$ cat src/rtl/zqs_pkg.sv
package zqs_pkg;

  typedef enum logic [1:0] {
    ST_IDLE = 2'd0,
    ST_REQ  = 2'd1,
    ST_WAIT = 2'd2
  } seq_st_t;

  typedef enum logic [1:0] {
    JOB_NONE = 2'd0,
    JOB_PER  = 2'd1,
    JOB_SRX  = 2'd2,
    JOB_SW   = 2'd3
  } job_t;

  // post self-refresh exit modes
  localparam logic [1:0] SRX_PARALLEL = 2'd0;
  localparam logic [1:0] SRX_SERIAL   = 2'd1;

  // interval code -> milliseconds; 0 and reserved codes mean disabled
  function automatic int unsigned ivl_ms(input logic [2:0] code,
                                         input int unsigned ms_sim,
                                         input int unsigned ms_c2,
                                         input int unsigned ms_c3,
                                         input int unsigned ms_c4);
    case (code)
      3'd1:    return ms_sim;
      3'd2:    return ms_c2;
      3'd3:    return ms_c3;
      3'd4:    return ms_c4;
      default: return 0;
    endcase
  endfunction

  // ticks between consecutive per-rank slots
  function automatic int unsigned slot_ticks(input logic [2:0] code,
                                             input int unsigned ms_sim,
                                             input int unsigned ms_c2,
                                             input int unsigned ms_c3,
                                             input int unsigned ms_c4,
                                             input int unsigned nranks);
    return ivl_ms(code, ms_sim, ms_c2, ms_c3, ms_c4) / nranks;
  endfunction

  function automatic logic srx_runs(input logic [1:0] mode);
    return (mode == SRX_PARALLEL) || (mode == SRX_SERIAL);
  endfunction

endpackage

$ cat src/rtl/zqs_cfg_reg.sv
module zqs_cfg_reg (
  input  logic       clk,
  input  logic       rst_n,
  input  logic       cfg_wr,
  input  logic [2:0] cfg_wr_ivl,
  input  logic [1:0] cfg_wr_srx,
  input  logic       cfg_wr_long,
  input  logic       cfg_wr_start,
  input  logic       sw_done,
  output logic [2:0] cfg_ivl,
  output logic [1:0] cfg_srx,
  output logic       cfg_long,
  output logic       cfg_start
);

  always_ff @(posedge clk) begin
    if (!rst_n) begin
      cfg_ivl   <= 3'd3;
      cfg_srx   <= 2'd1;
      cfg_long  <= 1'b0;
      cfg_start <= 1'b0;
    end else begin
      if (cfg_wr) begin
        cfg_ivl  <= cfg_wr_ivl;
        cfg_srx  <= cfg_wr_srx;
        cfg_long <= cfg_wr_long;
      end
      if (cfg_wr && cfg_wr_start) cfg_start <= 1'b1;
      else if (sw_done)           cfg_start <= 1'b0;
    end
  end

  // start bit only falls through completion
  p_start_hold_r2: assert property (@(posedge clk) disable iff (!rst_n)
    (cfg_start && !sw_done) |=> cfg_start);

  p_start_clear_r2: assert property (@(posedge clk) disable iff (!rst_n)
    (sw_done && !(cfg_wr && cfg_wr_start)) |=> !cfg_start);

endmodule

$ cat src/rtl/zqs_slot_timer.sv
module zqs_slot_timer #(
  parameter int unsigned NUM_RANKS = 4,
  parameter int unsigned MS_SIM    = 62000,
  parameter int unsigned MS_CODE2  = 31,
  parameter int unsigned MS_CODE3  = 63,
  parameter int unsigned MS_CODE4  = 126,
  localparam int unsigned RW = (NUM_RANKS > 1) ? $clog2(NUM_RANKS) : 1,
  localparam int unsigned CW = $clog2(MS_SIM + 1)
) (
  input  logic          clk,
  input  logic          rst_n,
  input  logic          ms_tick,
  input  logic [2:0]    ivl_code,
  output logic          slot_evt,
  output logic [RW-1:0] slot_rank
);
  import zqs_pkg::*;

  localparam logic [RW-1:0] LAST_RANK = RW'(NUM_RANKS - 1);

  logic [CW-1:0] slot_len;
  logic [CW-1:0] cnt;

  assign slot_len = CW'(slot_ticks(ivl_code, MS_SIM, MS_CODE2, MS_CODE3,
                                   MS_CODE4, NUM_RANKS));

  // comparing with >= lets a shortened interval fire on the next tick
  assign slot_evt = ms_tick && (slot_len != '0) && (cnt >= slot_len - 1'b1);

  always_ff @(posedge clk) begin
    if (!rst_n)                cnt <= '0;
    else if (slot_len == '0)   cnt <= '0;
    else if (slot_evt)         cnt <= '0;
    else if (ms_tick)          cnt <= cnt + 1'b1;
  end

  generate
    if (NUM_RANKS == 1) begin : g_one_rank
      assign slot_rank = '0;
    end else begin : g_rank_rr
      logic [RW-1:0] rr;
      always_ff @(posedge clk) begin
        if (!rst_n)        rr <= '0;
        else if (slot_evt) rr <= (rr == LAST_RANK) ? '0 : rr + 1'b1;
      end
      assign slot_rank = rr;
    end
  endgenerate

  // independent tick count between events, for the spacing check
  logic [CW-1:0] gap;
  logic          gap_seen;
  logic          code_chg;
  logic [2:0]    code_q;

  always_ff @(posedge clk) begin
    if (!rst_n) begin
      gap      <= '0;
      gap_seen <= 1'b0;
      code_chg <= 1'b0;
      code_q   <= 3'd0;
    end else begin
      code_q <= ivl_code;
      if (slot_evt) begin
        gap      <= '0;
        gap_seen <= 1'b1;
        code_chg <= 1'b0;
      end else begin
        if (ms_tick && gap != '1) gap <= gap + 1'b1;
        if (code_q != ivl_code)   code_chg <= 1'b1;
      end
    end
  end

  p_slot_gap_r4: assert property (@(posedge clk) disable iff (!rst_n)
    (slot_evt && gap_seen && !code_chg && code_q == ivl_code)
      |-> (gap + 1'b1 == slot_len));

  p_no_slot_disabled_r7: assert property (@(posedge clk) disable iff (!rst_n)
    (ivl_code == 3'd0 || ivl_code >= 3'd5) |-> !slot_evt);

endmodule

$ cat src/rtl/zqs_cmd_fsm.sv
module zqs_cmd_fsm #(
  parameter int unsigned NUM_RANKS = 4,
  localparam int unsigned RW = (NUM_RANKS > 1) ? $clog2(NUM_RANKS) : 1
) (
  input  logic          clk,
  input  logic          rst_n,
  input  logic          sr_exit,
  input  logic [1:0]    srx_mode,
  input  logic          slot_evt,
  input  logic [RW-1:0] slot_rank,
  input  logic          sw_start,
  input  logic          sw_long,
  output logic          sw_done,
  output logic          req_valid,
  input  logic          req_ack,
  output logic [RW-1:0] req_rank,
  output logic          req_all,
  output logic          req_long,
  input  logic          cmd_done
);
  import zqs_pkg::*;

  localparam logic [RW-1:0] LAST_RANK = RW'(NUM_RANKS - 1);

  seq_st_t       st;
  job_t          job;
  logic [RW-1:0] cur_rank;
  logic          cur_all;
  logic          cur_long;
  logic          srx_pend, srx_pend_ser, srx_ser;
  logic          per_pend;
  logic [RW-1:0] per_rank;

  logic take_srx, take_per, take_sw, more_ranks, job_fin;

  assign take_srx   = (st == ST_IDLE) && srx_pend;
  assign take_per   = (st == ST_IDLE) && !srx_pend && per_pend;
  assign take_sw    = (st == ST_IDLE) && !srx_pend && !per_pend && sw_start;
  assign more_ranks = (job == JOB_SRX) && srx_ser && (cur_rank != LAST_RANK);
  assign job_fin    = (st == ST_WAIT) && cmd_done && !more_ranks;
  assign sw_done    = job_fin && (job == JOB_SW);

  // pending requests; a new arrival wins over the clear of the one taken
  always_ff @(posedge clk) begin
    if (!rst_n) begin
      srx_pend     <= 1'b0;
      srx_pend_ser <= 1'b0;
      per_pend     <= 1'b0;
      per_rank     <= '0;
    end else begin
      if (sr_exit && srx_runs(srx_mode)) begin
        srx_pend     <= 1'b1;
        srx_pend_ser <= (srx_mode == SRX_SERIAL);
      end else if (take_srx) begin
        srx_pend <= 1'b0;
      end
      if (slot_evt) begin
        per_pend <= 1'b1;
        per_rank <= slot_rank;
      end else if (take_per) begin
        per_pend <= 1'b0;
      end
    end
  end

  always_ff @(posedge clk) begin
    if (!rst_n) begin
      st       <= ST_IDLE;
      job      <= JOB_NONE;
      cur_rank <= '0;
      cur_all  <= 1'b0;
      cur_long <= 1'b0;
      srx_ser  <= 1'b0;
    end else begin
      case (st)
        ST_IDLE: begin
          if (take_srx) begin
            st       <= ST_REQ;
            job      <= JOB_SRX;
            srx_ser  <= srx_pend_ser;
            cur_rank <= '0;
            cur_all  <= !srx_pend_ser;
            cur_long <= 1'b1;
          end else if (take_per) begin
            st       <= ST_REQ;
            job      <= JOB_PER;
            cur_rank <= per_rank;
            cur_all  <= 1'b0;
            cur_long <= 1'b0;
          end else if (take_sw) begin
            st       <= ST_REQ;
            job      <= JOB_SW;
            cur_rank <= '0;
            cur_all  <= 1'b1;
            cur_long <= sw_long;
          end
        end
        ST_REQ: if (req_ack) st <= ST_WAIT;
        ST_WAIT: begin
          if (cmd_done) begin
            if (more_ranks) begin
              st       <= ST_REQ;
              cur_rank <= cur_rank + 1'b1;
            end else begin
              st  <= ST_IDLE;
              job <= JOB_NONE;
            end
          end
        end
        default: st <= ST_IDLE;
      endcase
    end
  end

  assign req_valid = (st == ST_REQ);
  assign req_rank  = cur_rank;
  assign req_all   = cur_all;
  assign req_long  = cur_long;

  p_req_hold_r12: assert property (@(posedge clk) disable iff (!rst_n)
    (req_valid && !req_ack) |=>
      (req_valid && $stable(req_rank) && $stable(req_all) && $stable(req_long)));

  p_srx_first_r11: assert property (@(posedge clk) disable iff (!rst_n)
    (st == ST_IDLE && srx_pend) |=> (req_valid && req_long));

  p_serial_step_r9: assert property (@(posedge clk) disable iff (!rst_n)
    (st == ST_WAIT && cmd_done && more_ranks) |=>
      (req_valid && req_rank == $past(req_rank) + 1'b1 && !req_all));

  p_no_req_in_wait_r12: assert property (@(posedge clk) disable iff (!rst_n)
    (st == ST_WAIT && !cmd_done) |=> !req_valid);

endmodule

$ cat src/rtl/zq_cal_sequencer.sv
module zq_cal_sequencer #(
  parameter int unsigned NUM_RANKS = 4,
  parameter int unsigned MS_SIM    = 62000,
  parameter int unsigned MS_CODE2  = 31,
  parameter int unsigned MS_CODE3  = 63,
  parameter int unsigned MS_CODE4  = 126,
  localparam int unsigned RW = (NUM_RANKS > 1) ? $clog2(NUM_RANKS) : 1
) (
  input  logic          clk,
  input  logic          rst_n,
  input  logic          ms_tick,
  input  logic          sr_exit,
  input  logic          cfg_wr,
  input  logic [2:0]    cfg_wr_ivl,
  input  logic [1:0]    cfg_wr_srx,
  input  logic          cfg_wr_long,
  input  logic          cfg_wr_start,
  output logic [2:0]    cfg_ivl,
  output logic [1:0]    cfg_srx,
  output logic          cfg_long,
  output logic          cfg_start,
  output logic          req_valid,
  input  logic          req_ack,
  output logic [RW-1:0] req_rank,
  output logic          req_all,
  output logic          req_long,
  input  logic          cmd_done
);

  logic          sw_done;
  logic          slot_evt;
  logic [RW-1:0] slot_rank;

  zqs_cfg_reg u_cfg (
    .clk          (clk),
    .rst_n        (rst_n),
    .cfg_wr       (cfg_wr),
    .cfg_wr_ivl   (cfg_wr_ivl),
    .cfg_wr_srx   (cfg_wr_srx),
    .cfg_wr_long  (cfg_wr_long),
    .cfg_wr_start (cfg_wr_start),
    .sw_done      (sw_done),
    .cfg_ivl      (cfg_ivl),
    .cfg_srx      (cfg_srx),
    .cfg_long     (cfg_long),
    .cfg_start    (cfg_start)
  );

  zqs_slot_timer #(
    .NUM_RANKS (NUM_RANKS),
    .MS_SIM    (MS_SIM),
    .MS_CODE2  (MS_CODE2),
    .MS_CODE3  (MS_CODE3),
    .MS_CODE4  (MS_CODE4)
  ) u_timer (
    .clk       (clk),
    .rst_n     (rst_n),
    .ms_tick   (ms_tick),
    .ivl_code  (cfg_ivl),
    .slot_evt  (slot_evt),
    .slot_rank (slot_rank)
  );

  zqs_cmd_fsm #(
    .NUM_RANKS (NUM_RANKS)
  ) u_fsm (
    .clk       (clk),
    .rst_n     (rst_n),
    .sr_exit   (sr_exit),
    .srx_mode  (cfg_srx),
    .slot_evt  (slot_evt),
    .slot_rank (slot_rank),
    .sw_start  (cfg_start),
    .sw_long   (cfg_long),
    .sw_done   (sw_done),
    .req_valid (req_valid),
    .req_ack   (req_ack),
    .req_rank  (req_rank),
    .req_all   (req_all),
    .req_long  (req_long),
    .cmd_done  (cmd_done)
  );

endmodule

$ cat config.mk
export PLATFORM = sky130hd
export DESIGN_NAME = zq_cal_sequencer
export DESIGN_NICKNAME = d
export VERILOG_FILES = /design/src/rtl/zqs_pkg.sv /design/src/rtl/zqs_cfg_reg.sv /design/src/rtl/zqs_slot_timer.sv /design/src/rtl/zqs_cmd_fsm.sv /design/src/rtl/zq_cal_sequencer.sv
export SDC_FILE = /design/constraint.sdc
export NUM_CORES = 1
export LEC_CHECK = 0
export ABC_CLOCK_PERIOD_IN_PS = 7700
export BUFFER_PORTS_ARGS = -buffer_cell sky130_fd_sc_hd__buf_2
export CAP_MARGIN = 20
export CORE_MARGIN = 5
export CORE_UTILIZATION = 60
export CTS_CLUSTER_SIZE = 24
export DETAILED_ROUTE_END_ITERATION = 8
export MAX_ROUTING_LAYER = met4
export PLACE_DENSITY = 0.87
export SYNTH_ARGS = -nofsm -noshare
export SYNTH_HDL_FRONTEND = slang
export SYNTH_HIERARCHICAL = 1
export SYNTH_SLANG_ARGS = --single-unit
$ cat constraint.sdc
create_clock -name clk -period 7.7 [get_ports clk]
set_clock_uncertainty 0.2 [all_clocks]
set_input_delay 0 -clock clk [delete_from_list [all_inputs] [get_ports clk]]
set_output_delay 0 -clock clk [all_outputs]
set_load 0.05 [all_outputs]
# Yosys cells after proc, flatten, opt, wreduce, memory -nomap -nowiden
# Index checks and enable logic that the tools add are counted.
# Widths: inputs -> output; s select.
[totals]
inputBits = 14
memories = 0
output_inout_bits = 12
ram_bits = 0
mem_bits_ro = 0
wordCells = 105
latch_bits = 0
register_bits = 39
[classes]
multipliers = 0
n_mux = 33
n_div = 0
n_addsub = 4
magnitude_cmp = 1
eq_ne = 16
n_reduce_logical = 34
bitwise_logic = 1
shifts = 0
[ops]
columns = ["cell", "n"]
rows = [
  ["$pmux 16 s4", 1],
  ["$mux 2", 16],
  ["$add 16x1->16 const B", 1],
  ["$ge 16x16->1", 1],
  ["$logic_not 16->1", 1],
  ["$reduce_bool 16->1", 1],
  ["$sub 14x1->15 const B", 1],
  ["$logic_and 1x1->1", 14],
  ["$mux 1", 13],
  ["$eq 2x2->1 const B", 4],
  ["$pmux 2 s2", 2],
  ["$reduce_and 4->1", 2],
  ["$reduce_bool 2->1", 4],
  ["$eq 3x2->1 const B", 2],
  ["$ne 2x2->1 const B", 3],
  ["$pmux 2 s3", 1],
  ["$add 2x1->2 const B", 2],
  ["$eq 2x1->1 const B", 2],
  ["$logic_not 1->1", 4],
  ["$logic_not 2->1", 2],
  ["$ne 2x1->1 const B", 2],
  ["$ne 4x1->1 const B", 1],
  ["$reduce_and 2->1", 2],
  ["$eq 3x1->1 const B", 1],
  ["6 further kinds", 6],
]

# Logic depth before layout (Yosys ltp)
# Gate-level depths: netlist of the first run.
[logic_depth]
ltp_word = 8
depth_mapped = 12
mapped_depth_nobuf = 12

# Modules after synthesis
# The synthesis of the first run kept the hierarchy.
[by_module_without_submodules]
columns = ["mod", "n_inst", "seq_area_each_um2", "cells_per_inst", "area_each_um2"]
rows = [
  ["zqs_slot_timer", 1, 360.3, 148, 1293.7],
  ["zqs_cmd_fsm", 1, 280.3, 80, 713.2],
  ["zqs_cfg_reg", 1, 140.1, 23, 259.0],
]

# Worst setup path after synthesis of the first run
# Ideal clock, no wire load.
[synth_timing]
kind = "reg2reg"
startpoint = "reg u_cfg.cfg_ivl[1]"
endpoint = "reg u_fsm.per_rank[0]"
setup_time_ns = 0.128
path_slack_ns = 4.299
period_less_slack_ns = 3.401
n_path_buf = 0
path_stages_with_launch = 13
arrival_time_ns = 3.074
required_time_ns = 7.372
cell_sequence = "dfxtp_1 nor2_2 xnor2_1 inv_1 ha_1 ha_1 nand2_1 or3_1 o221ai_2 a211oi_4 nor3_4 mux2i_1 nor2_1"
[synth_via]
elab_chain_cells = 5
elab_cells_between_ends = 10
classes_between = "add/sub: 1; order compare: 1; eq/ne: 4; mux: 1; reduce/logical: 3"
[synth_lines]
columns = ["item", "line", "rtl"]
rows = [
  ["from (decl)", "zqs_cfg_reg.sv:10", "output logic [2:0] cfg_ivl,"],
  ["from (signal assigned)", "zqs_cfg_reg.sv:24", "cfg_ivl <= cfg_wr_ivl;"],
  ["$eq 3x3->1 (tied with other cells)", "zqs_pkg.sv:26", "case (code)"],
  ["$pmux 16 s4 (*)", "zqs_pkg.sv:26", ""],
  ["$sub 14x1->15 / $reduce_bool 16->1 (equally long branches)", "zqs_slot_timer.sv:28", "assign slot_evt = ms_tick && (slot_len != '0) && (cnt >= slot_len - 1'b1);"],
  ["$ge 16x16->1 / $logic_and 1x1->1 (equally long branches)", "zqs_slot_timer.sv:28", ""],
  ["$logic_and 1x1->1 (*)", "zqs_slot_timer.sv:28", ""],
  ["named net slot_evt", "zq_cal_sequencer.sv:31", "logic slot_evt;"],
  ["to (signal assigned)", "zqs_cmd_fsm.sv:59", "per_rank <= slot_rank;"],
  ["to (decl)", "zqs_cmd_fsm.sv:32", "logic [RW-1:0] per_rank;"],
]
# The timed path passes the listed nets; every way through them passes the cells marked *.
# A chain may end at the register's enable or synchronous reset.

# Final worst setup path of the first run
[layout_timing]
startpoint = "reg u_cfg.cfg_ivl[1]"
endpoint = "reg u_timer.cnt[0]"
[layout_via]
elab_chain_cells = 6
elab_cells_between_ends = 12
classes_between = "add/sub: 1; order compare: 1; eq/ne: 4; mux: 1; reduce/logical: 5"
[layout_lines]
columns = ["item", "line", "rtl"]
rows = [
  ["$eq 3x3->1 (tied with other cells)", "zqs_pkg.sv:26", ""],
  ["$pmux 16 s4 (*)", "zqs_pkg.sv:26", ""],
  ["$sub 14x1->15 / $reduce_bool 16->1 (equally long branches)", "zqs_slot_timer.sv:28", ""],
  ["$ge 16x16->1 / $logic_and 1x1->1 (equally long branches)", "zqs_slot_timer.sv:28", ""],
  ["$logic_and 1x1->1", "zqs_slot_timer.sv:28", ""],
  ["$reduce_or 3->1 (no line) (*)", "n/a", ""],
  ["to (signal assigned)", "zqs_slot_timer.sv:34", "else if (ms_tick) cnt <= cnt + 1'b1;"],
  ["to (decl)", "zqs_slot_timer.sv:22", "logic [CW-1:0] cnt;"],
]
# Mark *: on every way between the ends. The rest lies on a longest branch, timed or not.

==> results of run 1 <==
## worst max path at each step
stage,end,slack (ns),cells after the start
floorplan,u_fsm/per_rank[0]$_SDFFE_PN0P_,4.30,12
global placement,u_fsm/per_rank[0]$_SDFFE_PN0P_,4.47,12
detailed placement,u_fsm/per_rank[0]$_SDFFE_PN0P_,4.29,12
CTS,u_timer/cnt[0]$_SDFFE_PP0P_,4.10,11
global route,u_timer/cnt[0]$_SDFFE_PP0P_,3.87,11
finish,u_timer/cnt[0]$_SDFFE_PP0P_,4.05,11
## per-layer routing
layer	vias up	track usage, %
met5	-	-
met4	0	13.4
met3	24	5.61
met2	78	38.6
met1	977	30.4
li1	981	-
## power breakdown
| part | internal (uW) | total, uW | switching (uW) | leakage (uW) |
|---|---|---|---|---|
| Sequential | 209 | 223 | 13.5 | 0.000318 |
| Combinational | 41.3 | 95.2 | 54.0 | 0.000801 |
| Clock | 63.3 | 137 | 73.3 | 0.0000412 |
| Total | 314 | 455 | 141 | 0.00116 |
## worst max-delay path, stage by stage, from the launching register on
cell           delay, ns
dfxtp_1             0.41
nor2_2              0.45
xnor2_1             0.23
inv_1               0.13
ha_1                0.30
ha_1                0.30
a21oi_1             0.20
o221ai_2            0.14
a211oi_4            0.42
nand3_1             0.12
a21oi_1             0.13
dlygate4sd3_1       0.55
## cell families after synthesis
group | count (synthesis) | share of synthesized area (%)
AND/OR/NAND/NOR | 104 | 24.8
flip-flops | 39 | 34.5
AO/OA/AOI/OAI | 37 | 12.0
XOR/XNOR | 18 | 6.96
adder cells (fa/ha/maj) | 19 | 10.5
multiplexers | 17 | 7.73
buffers and inverters | 17 | 3.59
## state kept, by name (all words and copies together), names as in the netlist, 2 cells and up
| signal | cells |
|---|---|
| u_timer/cnt | 16 |
| u_cfg/cfg_ivl | 3 |
| u_cfg/cfg_srx | 2 |
| u_fsm/job | 2 |
| u_fsm/per_rank | 2 |
| u_fsm/req_rank | 2 |
| u_fsm/st | 2 |
| u_timer/slot_rank | 2 |
## per-stage QoR
stage | hold slack [ns] | cell area (um^2) | utilization [%] | worst slack [ns]
5_1_grt | 0.308 | 2770 | 75.7 | 3.87
6_report | 0.286 | 2770 | 75.7 | 4.05
2_1_floorplan | -0.138 | 2270 | - | 4.30
4_1_cts | 0.284 | 2770 | 75.7 | 4.10
3_3_place_gp | 0.0187 | 2410 | 65.8 | 4.47
3_5_place_dp | 0.0222 | 2410 | 65.8 | 4.29
## layout by cell type, fill, tap and decap left out, drive strengths merged, types with 2 or more instances in the layout
master        n
o211ai        2
buf          25
nor4bb        2
nor3          2
a21oi        15
o21ai         7
nand2        26
nor3b         3
and3          4
nand4         6
dlygate4sd3  28
xor2         10
mux2i        13
nor2         32
mux2          4
ha           19
clkbuf        6
nand3         7
dfxtp        39
nand2b        2
a21o          2
inv          10
or3           3
xnor2         8
nor2b        10
## area by class of cell
class / count / area, um^2 / share of cell area (%)
clock inverter: 2 / 12.5 / 0.451
tap: 48 / 60.1 / 2.17
multi-input combinational: 195 / 1400 / 50.6
sequential: 39 / 781 / 28.2
inverter: 10 / 37.5 / 1.35
timing repair buffer: 53 / 405 / 14.6
clock buffer: 6 / 72.6 / 2.62
## timing repair
action | 4_1_cts | 5_1_grt
endpoints found under the hold margin | 20 | 0
hold buffers | 28 | 0
setup endpoints to repair | 0 | 0
==> run metrics, run 1 <==
status completed; CP startpoint kind flop; peak supply drop 0.117 mV; Metal-1 WL between 2000 and 3000 um; gr usage total 25.1%; syn_nets 284; die area between 0.005 and 0.006 mm^2; share of the synthesized area in the top cell type between 30% and 40%; Hold Path End u_timer/slot_rank[1]$_SDFFE_PN0P_; #FFs+latches synth 39; # diodes 0; grt ovf 0; vias post-DR 2060; # rows 22; Hold Path Depth 2; Yosys cell types 49; post-DP HPWL between 3000 and 4000 um; Post-synth top flop dfxtp_1; area leader, netlist dfxtp_1; Avg WL per Cell around 17 um; Slew Viols, Final 0; crit-path max FO 10; Worst Reg-to-Reg Cells 11; Clock transition at path regs 0.08 ns; Worst Setup End Kind flop; Seq/Total Area, Yosys 34.5%; crit path time final 3.65 ns; DR top layer met4; global-route wire length before repair 9800 um; Fin Setup TNS 0 ns; worst rel slew slack between 50% and 60%; layout net count 337; asr flop ratio synth 0%; Post-Synthesis Cells 251; gpl congestion 0.892; Hold WC Path Type flop to flop; worst r2r src u_cfg/cfg_ivl[1]$_SDFFE_PN1P_; DRC errors left 0; Non-Filler Instances 353; Tot Pwr between 400 and 500 uW; DRT Wirelength 6050 um; fillers between 200 and 250; top cells by area, synth dfxtp_1 (34%), ha_1 (10%), mux2i_1 (5.7%); Post-CTS Setup Inserts 0; f_max approximately 0.27 GHz; latest clock arrival within the worst-skew pair about 0.30 ns; met2 WL 2730 um; core outline area 0.00366 mm^2; initial drt markers 272; CTS H-Tree Depth 2; vias in the first global route 1972; Root Buffer clkbuf_8; io pins 26; Vias/cell 5.84; die height 71.5 um; final worst-path cycle share 47.4%; setup slack, reg-to-reg 4.05 ns; Initial Utilization 61.9%; First-pass DRT Iterations 4; endpoints failing hold 0; Port Buffers 25; DP Cell Count 317; Mapped Area 0.00227 mm^2; initial antenna violation count 0; WP data required 7.74 ns; pin count of the biggest net entering global routing 18; Data arrival, critical path 3.69 ns; EDFF count, synth 0; post-route ant nets 0; endpoints failing setup 0; reg-to-reg endpoint u_timer/cnt[0]$_SDFFE_PP0P_; critical path class flop to flop; crit path from u_cfg/cfg_ivl[1]$_SDFFE_PN1P_; Ys Warns 6; DIE WIDTH 71.5 um; clock buffer depth 2; CTS Buf Count 5; clock net sink count 39; critical hold path startpoint u_timer/slot_rank[1]$_SDFFE_PN0P_; CTS tree yes; top-count cell post-synth dfxtp_1; most common library cells after synthesis dfxtp_1 (39), nor2_1 (30), nand2_1 (26); post-cts sizing count 0; Synth Area per Inst 9.03 um^2; unrepaired setup endpoints after global routing false; maxcap violations 0; Synth-to-Final Area Change 22.4%; share of cells above drive strength 1 16.4%; DR WL met3 390 um; pwr/cell area between 150 and 200 mW/mm^2; Leakage Power 0.00116 uW; Worst-Margin Slew 0.628 ns
Note: power is estimated with default switching activity, not from simulation.
==> run 2: changes to the inputs <==
Settings changed: ABC_CLOCK_PERIOD_IN_PS 7700 to 3100, CORE_UTILIZATION 60 to 52, PLACE_DENSITY 0.87 to 0.8.
Clock period 7.7 ns to 3.1 ns, I/O delays scaled along.
==> run 2 against run 1 <==
  * Critical path depth grew 1
  * Sequential share of layout area shrank 0.73 points
  * Final cell count grew 2.5%
  * Register-to-register slack lost 3.9 ns
  * First-iteration DRC count shrank 33%
  * Die area grew 13%
  * Maximum frequency grew 22%
  * Global-route usage shrank 4.3 points
  * Worst setup slack lost 3.9 ns
  * Flip-flop and latch count is the same
  * Final area grew 4.2%
  * Hold slack lost 0.0090 ns
  * Largest power group unchanged
==> run metrics, run 2 (synthesized netlist as in run 1, its figures left out) <==
max reg flops 16 (unchanged); Clock transition at path regs 0.08 ns (about the same); worst rel slew slack 67.8% (was 57.8%); latest clock arrival within the worst-skew pair 0.30 ns (about the same); Worst-Margin Slew 0.479 ns (was 0.628 ns); Finished Core Util 67.2% (was 75.7%); post-DP HPWL 3550 um (was 3290 um); CTS H-Tree Depth 2 (unchanged); Post-DP Area 0.00245 mm^2 (was 0.00241 mm^2); io pins 26 (unchanged); CP endpoint u_fsm/per_rank[1]$_SDFFE_PN0P_ (was u_timer/cnt[0]$_SDFFE_PP0P_); Worst Setup End Kind flop (unchanged); # diodes 0 (unchanged); peak supply drop 0.211 mV (was 0.117 mV); final worst-path cycle share 96.2% (was 47.4%); Leakage Power 0.00121 uW (was 0.00116 uW); DRT Wirelength 5970 um (was 6050 um); gpl congestion 0.815 (was 0.892); vias post-DR 2025 (was 2060); pwr/cell area 427 mW/mm^2 (was 164 mW/mm^2); Root Buffer clkbuf_8 (unchanged); initial antenna violation count 0 (unchanged); CP startpoint kind flop (unchanged); setup slack, reg-to-reg 0.12 ns (was 4.05 ns); die area 0.00578 mm^2 (was 0.00511 mm^2); Slew Viols, Final 0 (unchanged); Vias/cell 5.59 (was 5.84); reg-to-reg endpoint u_fsm/per_rank[1]$_SDFFE_PN0P_ (was u_timer/cnt[0]$_SDFFE_PP0P_); multi-input logic area 0.00143 mm^2 (was 0.00140 mm^2); DP Worst Slack 0.0811 ns (was 4.29 ns); critical path class flop to flop (unchanged); maxcap violations 0 (unchanged); Avg WL per Cell 16.5 um (was 17.1 um); gr usage total 20.8% (was 25.1%); DRC errors left 0 (unchanged); initial drt markers 183 (was 272); First-pass DRT Iterations 4 (unchanged); share of cells above drive strength 1 20.3% (was 16.4%); fin worst setup slack 0.118 ns (was 4.05 ns); grt ovf 0 (unchanged); CTS Buf Count 5 (unchanged); CTS tree yes (unchanged); Data arrival, critical path 2.96 ns (was 3.69 ns); most common cell after layout, fill and taps aside dfxtp_1 (unchanged); core outline area 0.00429 mm^2 (was 0.00366 mm^2); worst r2r src u_cfg/cfg_ivl[1]$_SDFFE_PN1P_ (unchanged); Port Buffers 25 (unchanged); Hold WC Path Type flop to flop (unchanged); vias in the first global route 1932 (was 1972); endpoints failing hold 0 (unchanged); clock buffer depth 2 (unchanged); pin count of the biggest net entering global routing 18 (unchanged); Register Area 792 um^2 (was 781 um^2); Final Cell Area 0.00289 mm^2 (was 0.00277 mm^2); DIE WIDTH 76.0 um (was 71.5 um); Reg with most FFs u_timer/cnt (unchanged); die height 76.0 um (was 71.5 um); clock net sink count 39 (unchanged); f_max 0.335 GHz (was 0.274 GHz); post-route ant nets 0 (unchanged); WP data required 3.07 ns (was 7.74 ns); commonest non-fill, non-tap cells in the layout dfxtp_1 (36), nor2_1 (30), dlygate4sd3_1 (27) (was dfxtp_1 (39), nor2_1 (30), dlygate4sd3_1 (28)); crit-path max FO 5 (was 10); status completed (unchanged); crit path time final 2.98 ns (was 3.65 ns); Initial Utilization 52.8% (was 61.9%); Worst Reg-to-Reg Cells 12 (was 11); # rows 24 (was 22); crit path from u_cfg/cfg_ivl[1]$_SDFFE_PN1P_ (unchanged); global-route wire length before repair 9630 um (was 9800 um); largest registers u_timer/cnt (16), u_cfg/cfg_ivl (3) (unchanged); WHS 0.277 ns (was 0.286 ns); Synth-to-Final Area Change 27.4% (was 22.4%); endpoints failing setup 0 (unchanged); Tot Pwr 1230 uW (was 455 uW); layout net count 342 (was 337); fillers 302 (was 208)
## run 2: cell types whose count changed in the layout (fill, tap and decap cells not counted), sizes merged
cell / before / now
buf: 25 / 31
bufinv: 0 / 1
clkbuf: 6 / 5
clkinv: 1 / 2
clkinvlp: 1 / 0
dlygate4sd3: 28 / 27
## run 2: repair_timing
action / in CTS / in global routing
endpoints found under the hold margin: 20 / 0
endpoints found under the setup margin: 0 / 17
buffers inserted: 0 / 3
hold buffers: 27 / 0
gates resized for setup: 0 / 6
## run 2: per-layer routing
layer,part of all wire (%),track usage [%],vias up,wire [um]
li1,-,-,991,-
met4,2.7,6.94,0,161
met1,45,25.3,959,2690
met5,0,-,-,0
met3,4.3,5.20,18,257
met2,48,33.4,57,2860
## run 2: worst min-delay path by stage
stage	startpoint	cells past startpoint	to	slack, ns
after floorplan	rst_n	1	u_cfg/cfg_ivl[1]$_SDFFE_PN1P_	-0.14
after detailed placement	cfg_wr_srx[0]	3	u_cfg/cfg_srx[0]$_SDFFE_PN1P_	0.03
after global routing	u_fsm/req_rank[0]$_SDFFE_PN0P_	2	u_fsm/req_rank[0]$_SDFFE_PN0P_	0.32
final	u_fsm/req_rank[1]$_SDFFE_PN0P_	2	u_fsm/req_rank[1]$_SDFFE_PN0P_	0.28
after global placement	cfg_wr_ivl[0]	3	u_cfg/cfg_ivl[0]$_SDFFE_PN1P_	0.02
after CTS	u_fsm/req_rank[1]$_SDFFE_PN0P_	2	u_fsm/req_rank[1]$_SDFFE_PN0P_	0.28
## run 2: where the power goes
group          switching (uW)  total, uW  internal, uW
Sequential               30.1        549           519
Combinational             136        247           111
Clock                     196        436           240
## run 2: critical path: stages (launching register included)
cell      delay (ns)
dfxtp_4         0.37
nor2_4          0.13
xnor2_2         0.16
inv_2           0.08
ha_1            0.28
ha_1            0.29
nand2_1         0.08
or3_1           0.33
o221ai_2        0.24
a211oi_4        0.11
nor3_4          0.32
mux2i_1         0.22
nor2_1          0.05
## run 2: cell type report
type	count	share of cell area, %
Sequential cell	39	27.4
Multi-Input combinational cell	195	49.4
Tap cell	52	2.25
Inverter	10	1.30
Clock buffer	5	2.38
Clock inverter	3	1.52
Timing Repair Buffer	58	15.7
## run 2: metrics by stage
step	TNS [ns]	std cells
6_report	0	362
5_1_grt	-0.0740	362
4_1_cts	0	359
3_5_place_dp	0	324
3_3_place_gp	0	324
2_1_floorplan	0	251
==> run 3: changes to the inputs <==
Settings changed: BUFFER_PORTS_ARGS -buffer_cell sky130_fd_sc_hd__buf_2 to not set, CORE_UTILIZATION 52 to 57, DONT_BUFFER_PORTS set to 1.
==> run 3 against run 2 <==
  * Flip-flop and latch count did not move
  * Maximum frequency rose by 0.61%
  * Final cell count fell by 10%
  * Final area fell by 6.0%
  * Via count fell by 7.6%
  * Critical endpoint is now u_timer/cnt[15]$_SDFFE_PP0P_
==> run metrics, run 3 (synthesized netlist as in run 1, its figures left out) <==
# diodes 0 (unchanged); # rows 23 (was 24); worst rel slew slack 55.3% (was 67.8%); layout net count 308 (was 342); crit-path max FO 13 (was 5); die area 0.00534 mm^2 (was 0.00578 mm^2); Data arrival, critical path 2.99 ns (was 2.96 ns); internal power 850 uW (was 870 uW); CTS H-Tree Depth 2 (unchanged); endpoints failing hold 0 (unchanged); Tot Pwr 1180 uW (was 1230 uW); Worst Setup End Kind flop (unchanged); worst-path cell chain buf_8 -> mux2_2 -> inv_1 -> ha_1 -> nand2b_4 -> a311oi_4 -> o221ai_4 -> a211oi_4 -> buf_4 -> o21bai_4 -> nor2_1 (was nor2_4 -> xnor2_2 -> inv_2 -> ha_1 -> ha_1 -> nand2_1 -> or3_1 -> o221ai_2 -> a211oi_4 -> nor3_4 -> mux2i_1 -> nor2_1); Clk pwr share 34.9% (was 35.4%); Non-Filler Instances 325 (was 362); Port Buffers 0 (was 25); endpoints failing setup 0 (unchanged); critical path class flop to flop (unchanged); crit path time final 2.96 ns (was 2.98 ns); Worst path max stage delay 0.42 ns (was 0.37 ns); global-route wire length before repair 8180 um (was 9630 um); latest clock arrival within the worst-skew pair 0.29 ns (was 0.30 ns); WP data required 3.13 ns (was 3.07 ns); pwr/cell area 436 mW/mm^2 (was 427 mW/mm^2); Fin Setup TNS 0 ns (unchanged); Vias/cell 5.76 (was 5.59); Leakage Power 0.00107 uW (was 0.00121 uW); First-pass DRT Iterations 4 (unchanged); Slew Viols, Final 0 (unchanged); post-DP HPWL 3420 um (was 3550 um); CP startpoint kind flop (unchanged); Clock transition at path regs 0.08 ns (about the same); share of cells above drive strength 1 14.9% (was 20.3%); Post-CTS Setup Inserts 0 (unchanged); DRT Wirelength 5240 um (was 5970 um); Avg WL per Cell 16.1 um (was 16.5 um); gpl congestion 0.760 (was 0.815); Hold WC Path Type input pin to flop (was flop to flop); gr usage total 20.1% (was 20.8%); max reg flops 16 (unchanged); vias in the first global route 1779 (was 1932); unrepaired setup endpoints after global routing false; CTS tree yes (unchanged); initial antenna violation count 0 (unchanged); most common cell after layout, fill and taps aside dfxtp_1 (unchanged); pin count of the biggest net entering global routing 18 (unchanged); grt ovf 0 (unchanged); die height 73.1 um (was 76.0 um); clock net sink count 39 (unchanged); post-route ant nets 0 (unchanged); vias post-DR 1872 (was 2025); core outline area 0.00391 mm^2 (was 0.00429 mm^2); Initial Utilization 57.9% (was 52.8%); Worst-Margin Slew 0.670 ns (was 0.479 ns); maxcap violations 0 (unchanged); Synth-to-Final Area Change 19.8% (was 27.4%); final worst-path cycle share 95.6% (was 96.2%); CTS Buf Count 5 (unchanged); commonest non-fill, non-tap cells in the layout dfxtp_1 (36), nor2_1 (30), nand2_1 (25) (was dfxtp_1 (36), nor2_1 (30), dlygate4sd3_1 (27)); peak supply drop 0.254 mV (was 0.211 mV); DP Cell Count 300 (was 324); status completed (unchanged); largest registers u_timer/cnt (16), u_cfg/cfg_ivl (3) (unchanged); Finished Core Util 69.4% (was 67.2%); f_max 0.337 GHz (was 0.335 GHz); initial drt markers 136 (was 183); DRC errors left 0 (unchanged); clock buffer depth 2 (unchanged); Seq pwr share 48.4% (was 44.6%); Reg with most FFs u_timer/cnt (unchanged); slowest cell on the critical path dfxtp_4 (unchanged); Comb pwr share 16.7% (was 20.0%); io pins 26 (unchanged); Switch Pwr 333 uW (was 362 uW); Root Buffer clkbuf_8 (unchanged); DIE WIDTH 73.1 um (was 76.0 um); Net Sw Frac 28.2% (was 29.4%)
-- run 3: path summary, 6_finish.rpt --
| kind | slack [ns] | endpoint | cells past startpoint | start |
|---|---|---|---|---|
| setup / recovery | 0.14 | u_timer/cnt[15]$_SDFFE_PP0P_ | 11 | u_cfg/cfg_ivl[2]$_SDFFE_PN0P_ |
| hold / removal | 0.17 | u_cfg/cfg_ivl[0]$_SDFFE_PN1P_ | 3 | cfg_wr_ivl[0] |
| setup reg to reg | 0.14 | u_timer/cnt[15]$_SDFFE_PP0P_ | 11 | u_cfg/cfg_ivl[2]$_SDFFE_PN0P_ |
| hold reg to reg | 0.30 | u_fsm/per_rank[1]$_SDFFE_PN0P_ | 2 | u_fsm/per_rank[1]$_SDFFE_PN0P_ |
-- run 3: area by class of cell --
class | count | area, um^2
inverter | 10 | 37.5
fill | 291 | 1200
clock buffer | 5 | 68.8
clock inverter | 2 | 36.3
sequential | 39 | 790
tap | 50 | 62.6
timing repair buffer | 24 | 233
multi-input combinational | 195 | 1490
-- run 3: what timing repair did --
action                                  4_1_cts  5_1_grt
endpoints found under the hold margin        39        0
gates resized for setup                       0       13
hold buffers                                 18        0
endpoints found under the setup margin        0       21
-- run 3: per-stage QoR --
stage | hold slack [ns] | area [um^2] | worst slack, ns
floorplan | -0.139 | 2280 | 0.0384
global placement | -0.135 | 2340 | 0.178
detailed placement | -0.129 | 2340 | 0.0691
CTS | 0.171 | 2630 | 0.0391
global route | 0.179 | 2720 | 0.00492
finish | 0.167 | 2720 | 0.136
-- run 3: critical path: cells and delay by family, from the launching register on --
family                   cells  cell delay (ns)
AO/OA/AOI/OAI                4             0.90
AND/OR/NAND/NOR              2             0.28
adder cells (fa/ha/maj)      1             0.23
multiplexers                 1             0.39
flip-flops                   1             0.42
buffers and inverters        3             0.48
-- run 3: power by group through the flow --
stage | sequential [uW] | combinational, uW | clock (uW)
finish | 573 | 197 | 413
floorplan | 578 | 129 | 0
detailed placement | 583 | 151 | 0
global route | 577 | 213 | 443
CTS | 571 | 179 | 419
global placement | 582 | 147 | 0
-- run 3: layer usage --
metal	share of wire, %	wire, um	track usage (%)	vias to the layer above
met1	45	2380	26.7	888
li1	-	-	-	921
met3	5.7	298	4.82	6
met2	48	2500	29.7	57
met5	0	0	-	-
met4	1.3	66	6.97	0
